## src/rtl/hif_pkg.sv

```systemverilog
package hif_pkg;
  typedef enum logic [1:0] {
    ST_CMD = 2'd0,
    ST_WR  = 2'd1,
    ST_RD  = 2'd2
  } hif_state_e;
endpackage

```

## src/rtl/hif_sync.sv

```systemverilog
module hif_sync #(
  parameter int          W       = 1,
  parameter int          STAGES  = 2,
  parameter logic [W-1:0] RST_VAL = '0
) (
  input  logic         clk_i,
  input  logic         rst_ni,
  input  logic [W-1:0] d_i,
  output logic [W-1:0] q_o
);
  logic [STAGES-1:0][W-1:0] pipe_q;

  generate
    if (STAGES == 1) begin : g_one
      always_ff @(posedge clk_i or negedge rst_ni)
        if (!rst_ni) pipe_q <= {STAGES{RST_VAL}};
        else         pipe_q <= d_i;
    end else begin : g_chain
      always_ff @(posedge clk_i or negedge rst_ni)
        if (!rst_ni) pipe_q <= {STAGES{RST_VAL}};
        else         pipe_q <= {pipe_q[STAGES-2:0], d_i};
    end
  endgenerate

  assign q_o = pipe_q[STAGES-1];
endmodule

```

## src/rtl/hif_regfile.sv

```systemverilog
module hif_regfile #(
  parameter int DATA_W = 8,
  parameter int ADDR_W = 4,
  localparam int NREG  = 1 << ADDR_W
) (
  input  logic                   clk_i,
  input  logic                   rst_ni,
  input  logic                   we_i,
  input  logic [ADDR_W-1:0]      waddr_i,
  input  logic [DATA_W-1:0]      wdata_i,
  input  logic [ADDR_W-1:0]      raddr_i,
  output logic [DATA_W-1:0]      rdata_o,
  output logic [NREG*DATA_W-1:0] regs_o
);
  for (genvar r = 0; r < NREG; r++) begin : g_reg
    logic [DATA_W-1:0] q;
    always_ff @(posedge clk_i or negedge rst_ni)
      if (!rst_ni)                               q <= '0;
      else if (we_i && waddr_i == ADDR_W'(r))    q <= wdata_i;
    assign regs_o[r*DATA_W +: DATA_W] = q;
  end

  assign rdata_o = regs_o[raddr_i*DATA_W +: DATA_W];

  AST_REGS_HOLD: assert property (@(posedge clk_i) disable iff (!rst_ni)
    !we_i |=> $stable(regs_o));
endmodule

```

## src/rtl/hif_tx.sv

```systemverilog
module hif_tx #(
  parameter int DATA_W = 8
) (
  input  logic              clk_i,
  input  logic              rst_ni,
  input  logic              load_i,
  input  logic [DATA_W-1:0] data_i,
  input  logic              shift_i,
  output logic              sdo_o
);
  logic [DATA_W-1:0] sreg_q;

  always_ff @(posedge clk_i or negedge rst_ni)
    if (!rst_ni)      sreg_q <= '0;
    else if (load_i)  sreg_q <= data_i;
    else if (shift_i) sreg_q <= {sreg_q[DATA_W-2:0], 1'b0};

  assign sdo_o = sreg_q[DATA_W-1];

  AST_TX_MSB_FIRST: assert property (@(posedge clk_i) disable iff (!rst_ni)
    (shift_i && !load_i) |=> sdo_o == $past(sreg_q[DATA_W-2]));
endmodule

```

## src/rtl/hif_serial_port.sv

```systemverilog
module hif_serial_port
  import hif_pkg::*;
#(
  parameter int ADDR_W      = 4,
  parameter int SYNC_STAGES = 2,
  localparam int DATA_W     = 8,
  localparam int NREG       = 1 << ADDR_W,
  localparam int CNT_W      = DATA_W - 1 - ADDR_W,
  localparam int RXC_W      = $clog2(DATA_W + 2),
  localparam int TXB_W      = $clog2(DATA_W)
) (
  input  logic                   clk_i,
  input  logic                   rst_ni,
  input  logic                   sclk_i,
  input  logic                   sdi_i,
  input  logic                   load_i,
  output logic                   sdo_o,
  output logic                   sdo_oe_o,
  output logic [NREG*DATA_W-1:0] regs_o
);
  localparam logic [RXC_W-1:0] RX_FULL = RXC_W'(DATA_W);
  localparam logic [RXC_W-1:0] RX_OVER = RXC_W'(DATA_W + 1);

  logic [2:0] sync_s;
  logic [1:0] prev_q;
  logic sclk_s, sdi_s, load_s;
  logic sclk_rise, load_rise, load_fall;

  hif_sync #(.W(3), .STAGES(SYNC_STAGES), .RST_VAL(3'b001)) u_sync (
    .clk_i, .rst_ni, .d_i({sclk_i, sdi_i, load_i}), .q_o(sync_s)
  );
  assign {sclk_s, sdi_s, load_s} = sync_s;

  always_ff @(posedge clk_i or negedge rst_ni)
    if (!rst_ni) prev_q <= 2'b01;
    else         prev_q <= {sclk_s, load_s};

  assign sclk_rise = sclk_s & ~prev_q[1];
  assign load_rise = load_s & ~prev_q[0];
  assign load_fall = ~load_s & prev_q[0];

  hif_state_e        state_q;
  logic [DATA_W-1:0] rx_q;
  logic [RXC_W-1:0]  rx_cnt_q;
  logic [ADDR_W-1:0] addr_q;
  logic [CNT_W-1:0]  left_q;
  logic [TXB_W-1:0]  tx_bit_q;
  logic              reload_q;
  logic              byte_ok, wr_en, tx_shift;
  logic [DATA_W-1:0] rd_data;

  logic              cmd_rd;
  logic [CNT_W-1:0]  cmd_cnt;
  logic [ADDR_W-1:0] cmd_addr;
  assign cmd_rd   = rx_q[DATA_W-1];
  assign cmd_cnt  = rx_q[DATA_W-2 -: CNT_W];
  assign cmd_addr = rx_q[ADDR_W-1:0];

  assign byte_ok  = (rx_cnt_q == RX_FULL);
  assign wr_en    = (state_q == ST_WR) && load_rise && byte_ok;
  assign tx_shift = (state_q == ST_RD) && load_s && sclk_rise;

  // receive shifter: only while load is low
  always_ff @(posedge clk_i or negedge rst_ni)
    if (!rst_ni) begin
      rx_q     <= '0;
      rx_cnt_q <= '0;
    end else if (load_rise || load_fall) begin
      rx_cnt_q <= '0;
    end else if (sclk_rise && !load_s) begin
      rx_q <= {rx_q[DATA_W-2:0], sdi_s};
      if (rx_cnt_q != RX_OVER) rx_cnt_q <= rx_cnt_q + RXC_W'(1);
    end

  always_ff @(posedge clk_i or negedge rst_ni)
    if (!rst_ni) begin
      state_q  <= ST_CMD;
      addr_q   <= '0;
      left_q   <= '0;
      tx_bit_q <= '0;
      reload_q <= 1'b0;
    end else begin
      reload_q <= 1'b0;
      unique case (state_q)
        ST_CMD: if (load_rise && byte_ok) begin
          addr_q <= cmd_addr;
          if (cmd_rd) begin
            state_q  <= ST_RD;
            tx_bit_q <= '0;
            reload_q <= 1'b1;
          end else if (cmd_cnt != '0) begin
            state_q <= ST_WR;
            left_q  <= cmd_cnt;
          end
        end
        ST_WR: if (load_rise) begin
          if (byte_ok) begin
            addr_q <= addr_q + ADDR_W'(1);
            left_q <= left_q - CNT_W'(1);
            if (left_q == CNT_W'(1)) state_q <= ST_CMD;
          end else begin
            state_q <= ST_CMD;  // malformed byte aborts
          end
        end
        ST_RD: if (load_fall) begin
          state_q <= ST_CMD;
        end else if (tx_shift) begin
          tx_bit_q <= tx_bit_q + TXB_W'(1);
          if (tx_bit_q == TXB_W'(DATA_W - 1)) begin
            addr_q   <= addr_q + ADDR_W'(1);
            reload_q <= 1'b1;
          end
        end
        default: state_q <= ST_CMD;
      endcase
    end

  hif_regfile #(.DATA_W(DATA_W), .ADDR_W(ADDR_W)) u_rf (
    .clk_i, .rst_ni,
    .we_i(wr_en), .waddr_i(addr_q), .wdata_i(rx_q),
    .raddr_i(addr_q), .rdata_o(rd_data), .regs_o(regs_o)
  );

  logic tx_sdo;
  hif_tx #(.DATA_W(DATA_W)) u_tx (
    .clk_i, .rst_ni,
    .load_i(reload_q), .data_i(rd_data), .shift_i(tx_shift), .sdo_o(tx_sdo)
  );

  assign sdo_oe_o = (state_q == ST_RD) && load_s;
  assign sdo_o    = sdo_oe_o & tx_sdo;

  AST_RD_FROM_CMD: assert property (@(posedge clk_i) disable iff (!rst_ni)
    $rose(state_q == ST_RD) |-> $past(load_rise && cmd_rd && byte_ok));
  AST_WR_ADDR_STEP: assert property (@(posedge clk_i) disable iff (!rst_ni)
    $past(wr_en) |-> addr_q == $past(addr_q) + ADDR_W'(1));
  AST_RD_END: assert property (@(posedge clk_i) disable iff (!rst_ni)
    (state_q == ST_RD && load_fall) |=> !sdo_oe_o);
  AST_RX_CNT_BOUND: assert property (@(posedge clk_i) disable iff (!rst_ni)
    rx_cnt_q <= RX_OVER);
  AST_HIGH_CLK_IGNORED: assert property (@(posedge clk_i) disable iff (!rst_ni)
    (sclk_rise && load_s && !load_rise && state_q != ST_RD) |=> rx_cnt_q == $past(rx_cnt_q));
endmodule

```

## config.mk

```make
export PLATFORM = sky130hd
export DESIGN_NAME = hif_serial_port
export DESIGN_NICKNAME = d
export VERILOG_FILES = /design/src/rtl/hif_pkg.sv /design/src/rtl/hif_sync.sv /design/src/rtl/hif_regfile.sv /design/src/rtl/hif_tx.sv /design/src/rtl/hif_serial_port.sv
export SDC_FILE = /design/constraint.sdc
export NUM_CORES = 1
export LEC_CHECK = 0
export BUFFER_PORTS_ARGS = -buffer_cell sky130_fd_sc_hd__buf_4
export CAP_MARGIN = 40
export CORE_UTILIZATION = 55
export CTS_CLUSTER_DIAMETER = 120
export CTS_CLUSTER_SIZE = 25
export DETAILED_ROUTE_END_ITERATION = 10
export PLACE_DENSITY = 0.82
export SYNTH_ARGS = -nofsm -noshare
export SYNTH_HDL_FRONTEND = slang
export SYNTH_HIERARCHICAL = 1
export SYNTH_SLANG_ARGS = --single-unit
```

## constraint.sdc

```tcl
create_clock -name clk_i -period 5.77 [get_ports clk_i]
set_input_delay 0.2885 -clock clk_i [delete_from_list [all_inputs] [get_ports clk_i]]
set_output_delay 0.2885 -clock clk_i [all_outputs]
set_load 0.1 [all_outputs]
```

After elaboration in Yosys (flattened, before gate mapping)
Cells that the tools add are included.
{"block": "word_totals", "reg_bits": 169, "inputBits": 5, "output_inout_bits": 130, "elab_cells": 149}
{"block": "classes", "add_sub_neg": 4, "eq_ne": 33, "shifts": 1, "mux": 37, "n_bitwise": 8, "n_reduce_logical": 39}
{"op": "indexed part select 128 x 8 -> 8 bit", "count": 1}
{"op": "== test 4 bit (second input constant)", "count": 9}
{"op": "2-to-1 mux 4 bit", "count": 9}
{"op": "2-to-1 mux 3 bit", "count": 9}
{"op": "logical AND 1 bit", "count": 22}
{"op": "inequality test 2 bit (second input constant)", "count": 9}
{"op": "== test 4 x 3 -> 1 bit (second input constant)", "count": 4}
{"op": "2-to-1 mux 8 bit", "count": 2}
{"op": "2-to-1 mux 2 bit", "count": 7}
{"op": "one-hot mux 3 bit (2 select lines)", "count": 2}
{"op": "one-hot mux 4 bit (3 select lines)", "count": 1}
{"op": "AND reduction 5 bit", "count": 2}
{"op": "nonzero test 2 bit", "count": 5}
{"op": "adder 4 x 1 -> 4 bit (second input constant)", "count": 2}
{"op": "== test 4 x 2 -> 1 bit (second input constant)", "count": 2}
{"op": "AND reduction 7 bit", "count": 1}
{"op": "one-hot mux 2 bit (3 select lines)", "count": 1}
{"op": "AND reduction 6 bit", "count": 1}
{"op": "nonzero test 3 bit", "count": 2}
{"op": "2-to-1 mux 1 bit", "count": 5}
{"op": "bitwise AND 1 bit", "count": 4}
{"op": "== test 4 x 1 -> 1 bit (second input constant)", "count": 1}
{"op": "zero test 4 bit", "count": 1}
{"op": "inequality test 4 bit (second input constant)", "count": 1}
{"op": "15 further kinds", "count": 19}

Depth between registers and ports, before layout
{"block": "depth", "word_depth": 6, "mapped_depth": 8}

Cells and area by module
The synthesis kept the hierarchy.
{"mod": "hif_regfile", "instances": 1, "cells_per_inst": 363, "area_per_inst_um2": 5929.4, "seq_area_each_um2": 3203.1}
{"mod": "hif_serial_port", "instances": 1, "cells_per_inst": 146, "area_per_inst_um2": 1569.0, "seq_area_each_um2": 676.9}
{"mod": "hif_tx", "instances": 1, "cells_per_inst": 34, "area_per_inst_um2": 369.1, "seq_area_each_um2": 200.2}
{"mod": "hif_sync", "instances": 1, "cells_per_inst": 9, "area_per_inst_um2": 175.2, "seq_area_each_um2": 152.6}

Least setup slack after synthesis
OpenSTA, ideal clock, no wires.
{"block": "synth_timing", "kind": "register to register", "start": "register u_sync.pipe_q (netlist bit u_sync/q_o[0])", "end": "register u_rf.g_reg[3].q[0]", "arrival_time_ps": 2204, "required_ps": 5644, "setup_slack_ps": 3441, "path_stages_with_launch": 9, "path_cell_list": "dfstp_2 buf_4 ha_1 and4b_4 and2_2 nor3b_2 and2b_1 buf_4 mux2_2"}
{"block": "synth_between", "elab_chain_len": 4}
{"element": "start, declared", "line_no": "hif_sync.sv:11", "text": "logic [STAGES-1:0][W-1:0] pipe_q;"}
{"element": "start signal, assigned", "line_no": "hif_sync.sv:20", "text": "if (!rst_ni) pipe_q <= {STAGES{RST_VAL}};"}
{"element": "start signal, assigned", "line_no": "hif_sync.sv:21", "text": "else pipe_q <= {pipe_q[STAGES-2:0], d_i};"}
{"element": "bitwise AND 1 bit", "line_no": "hif_serial_port.sv:39", "text": "assign load_rise = load_s & ~prev_q[0];"}
{"element": "logical AND 1 bit (2 in a row)", "line_no": "hif_serial_port.sv:60", "text": "assign wr_en = (state_q == ST_WR) && load_rise && byte_ok;"}
{"element": "net wr_en", "line_no": "hif_serial_port.sv:49", "text": "logic byte_ok, wr_en, tx_shift;"}
{"element": "logical AND 1 bit", "line_no": "hif_regfile.sv:19", "text": "else if (we_i && waddr_i == ADDR_W'(r)) q <= wdata_i;"}
{"element": "end signal, assigned", "line_no": "hif_regfile.sv:19"}
{"element": "end, declared", "line_no": "hif_regfile.sv:16", "text": "logic [DATA_W-1:0] q;"}
The timed path passes the listed nets, and every way through them passes these cells.
A chain may end at the register's enable or synchronous reset.

Final worst setup path
{"block": "layout_timing", "start": "register u_sync.pipe_q (netlist bit u_sync/q_o[0])", "end": "register u_rf.g_reg[3].q[1]"}
The elaborated chain is that of the path after synthesis.

==> reports/metrics.csv <==
metric,value,unit
unrepaired setup endpoints after global routing,no,
Slew HR,45.4,%
"Avg Cell Area, Syn",14.6,sq um
first-pass GRT wire length,31200,microns
Final GP Congestion,0.821,
hold depth,0,
Root Buffer,clkbuf_16,
Least-Margin Pin Slew,817,ps
Cells after Synth,552,
number of I/O pins,135,
predominant post-synthesis flop cell,dfrtp_1,
Die ar.,0.0151,sq mm
most frequent cells in the layout,"dfrtp_1 (165), buf_4 (136), mux2_2 (113)",
Area Overhead vs Synth,21.0,%
DR vias,5230,
Tcrit/Tclk final,46.4,%
clock slew at reported path FFs,60,ps
Synthesis Warnings,6,
worst clock skew,14.0,ps
Yosys cell types,57,
Num Clock Sinks,169,
vias per inst,5.98,
vias in the first global route,5593,
number of max-cap violations,0,
CTS tree,built,
Leakage,4.88,nW
sequential share of the synthesized area,52.6,%
Diodes inserted,0,
Post-synth EDFFs,0,
fin util,69.0,%
Initial DRC Count,304,
#FFs+latches synth,169,
CP Data Required Time,6080,ps
routed len/inst,22.7,microns
Core ar.,0.0141,sq mm
WL final,19800,microns
IO Port Bufs,134,
cell area after synthesis,0.00804,sq mm
worst r2r path cells,6,
final setup TNS,0,ps
layout cells sized above 1,51.2,%
"commonest non-fill, non-tap cell in the layout",dfrtp_1,
Rows,43,
clk buf depth,2,
HPWL after DPL,13300,microns
Antenna Nets Post-Route,0,
Die X-Extent,123,microns
final slew viol count,0,
maximum VDD drop,0.000201,V
WS Path Type,register to register,
Tightest Hold Check Type,register to register,
FMAX,374,MHz
min Tclk post-route,2680,ps
status,"finished, final reports clean",
depth of the CTS H-tree,4,
PD cells,252,mW/mm^2
Critical Path AT,2980,ps
initial antenna violation count,0,
DRC Markers,0,
Total GRT Usage,28.3,%
Worst-Skew Late Latency,430,ps
final setup fails,0,
Crit. End Element,register,
Nets,701,
drt pass-1 iters,4,
CP max FO,8,
"Hold Vio Cnt, Final",0,
Mapped Nets,571,
largest net degree at the start of global routing,60,
startpoint class of the critical path,register,
chip height,123,microns
ys async rst share,100,%
r2r setup slk,3090,ps
total CTS buffers,17,
Initial Util,57.1,%
Post-CTS Setup Bufs,0,
gr ovfl total,0,
Fillers,989,
==> through the flow <==
step / hold slack (ps) / cells / total power [mW] / worst slack (ps) / cell area [sq um]
detailed placement: 287 / 839 / 1.39 / 3140 / 9130
finish: 358 / 874 / 2.45 / 3090 / 9730
CTS: 361 / 874 / 2.47 / 3120 / 9730
floorplan: -7.09 / 552 / 1.32 / 3440 / 8040
global placement: 337 / 838 / 1.38 / 3190 / 9100
global route: 363 / 874 / 2.53 / 2990 / 9730
==> logic make-up (layout without fill, tap and decap cells) <==
| family | Yosys count | in the layout | synth area share (%) |
|---|---|---|---|
| adder cells (fa/ha/maj) | 14 | 14 | 2.18 |
| flip-flops | 169 | 169 | 52.6 |
| multiplexers | 182 | 182 | 30.7 |
| AO/OA/AOI/OAI | 53 | 53 | 4.56 |
| AND/OR/NAND/NOR | 85 | 85 | 6.52 |
| XOR/XNOR | 2 | 2 | 0.218 |
| buffers and inverters | 47 | 189 | 3.20 |
==> report_power, final <==
group          internal, mW  switching, mW
logic                0.0320         0.0429
clock network         0.609          0.480
registers              1.20         0.0890
total                  1.84          0.611
==> metal layers <==
metal  global-route usage (%)  share of wire [%]
met5                        0                  0
met1                     35.7                 40
met4                     10.2                1.8
met3                     8.53                7.7
met2                     46.5                 51
==> registers in the layout (all words and copies together), names as in the netlist <==
name	flops
u_rf/g.q	128
rx_q	8
u_tx/sreg_q	8
addr_q	4
rx_cnt_q	4
left_q	3
tx_bit_q	3
u_sync/pipe_q	3
u_sync/q_o	3
prev_q	2
state_q	2
reload_q	1
==> Yosys cell counts (3+ instances only) <==
| master | instances | area, sq um |
|---|---|---|
| dfrtp_1 | 166 | 4150 |
| mux2_2 | 113 | 1270 |
| mux4_2 | 30 | 676 |
| nand2_1 | 25 | 93.8 |
| mux2_4 | 18 | 270 |
| a22oi_1 | 16 | 120 |
| inv_1 | 16 | 60.1 |
| ha_1 | 14 | 175 |
| mux2i_1 | 13 | 130 |
| o21ai_0 | 11 | 55.1 |
| clkbuf_1 | 10 | 37.5 |
| nor2_2 | 9 | 56.3 |
| buf_6 | 8 | 90.1 |
| nand2b_1 | 7 | 43.8 |
| o21ai_1 | 7 | 35.0 |
| buf_1 | 6 | 22.5 |
| mux2_1 | 6 | 67.6 |
| nand3_1 | 6 | 30.0 |
| nor2_1 | 6 | 22.5 |
| buf_4 | 5 | 37.5 |
| nor2b_1 | 5 | 31.3 |
| and2_1 | 4 | 25.0 |
| or3_1 | 4 | 25.0 |
| a22o_1 | 3 | 26.3 |
| a31oi_1 | 3 | 18.8 |
| dfstp_2 | 3 | 78.8 |
==> worst paths after layout <==
check                                      startpoint                        endpoint
max                           u_sync/q_o[0]$_DFF_PN1_  u_rf/g_reg[3].q[1]$_DFFE_PN0P_
min                        u_sync/pipe_q[2]$_DFF_PN0_         u_sync/q_o[2]$_DFF_PN0_
max reg2reg                   u_sync/q_o[0]$_DFF_PN1_  u_rf/g_reg[3].q[1]$_DFFE_PN0P_
min reg2reg                u_sync/pipe_q[2]$_DFF_PN0_         u_sync/q_o[2]$_DFF_PN0_
max in group asynchronous                      rst_ni           addr_q[0]$_DFFE_PN0P_
min in group asynchronous                      rst_ni      u_sync/pipe_q[2]$_DFF_PN0_
==> worst max-delay path: stages (launching register included) <==
cell and delay, ps:
dfstp_2 600, ha_1 210, and4b_4 300, and2_2 240
nor3b_2 350, and2b_1 450, mux2_2 390
==> what timing repair did <==
action                                  CTS  global route
endpoints found under the setup margin    0             0
gates resized for setup                   0             0
endpoints found under the hold margin    55             0
hold buffers                              4             0
==> cell type report <==
type / instances / area, sq um / area share (%)
multi-input cells: 336 / 3550 / 36.5
well taps: 180 / 225 / 2.32
clock buffers: 19 / 443 / 4.55
inverters: 16 / 60.1 / 0.617
flip-flops and latches: 169 / 4230 / 43.5
repair buffers: 142 / 1100 / 11.3
clock inverters: 12 / 114 / 1.17
Power figures use the tool's default switching activity.
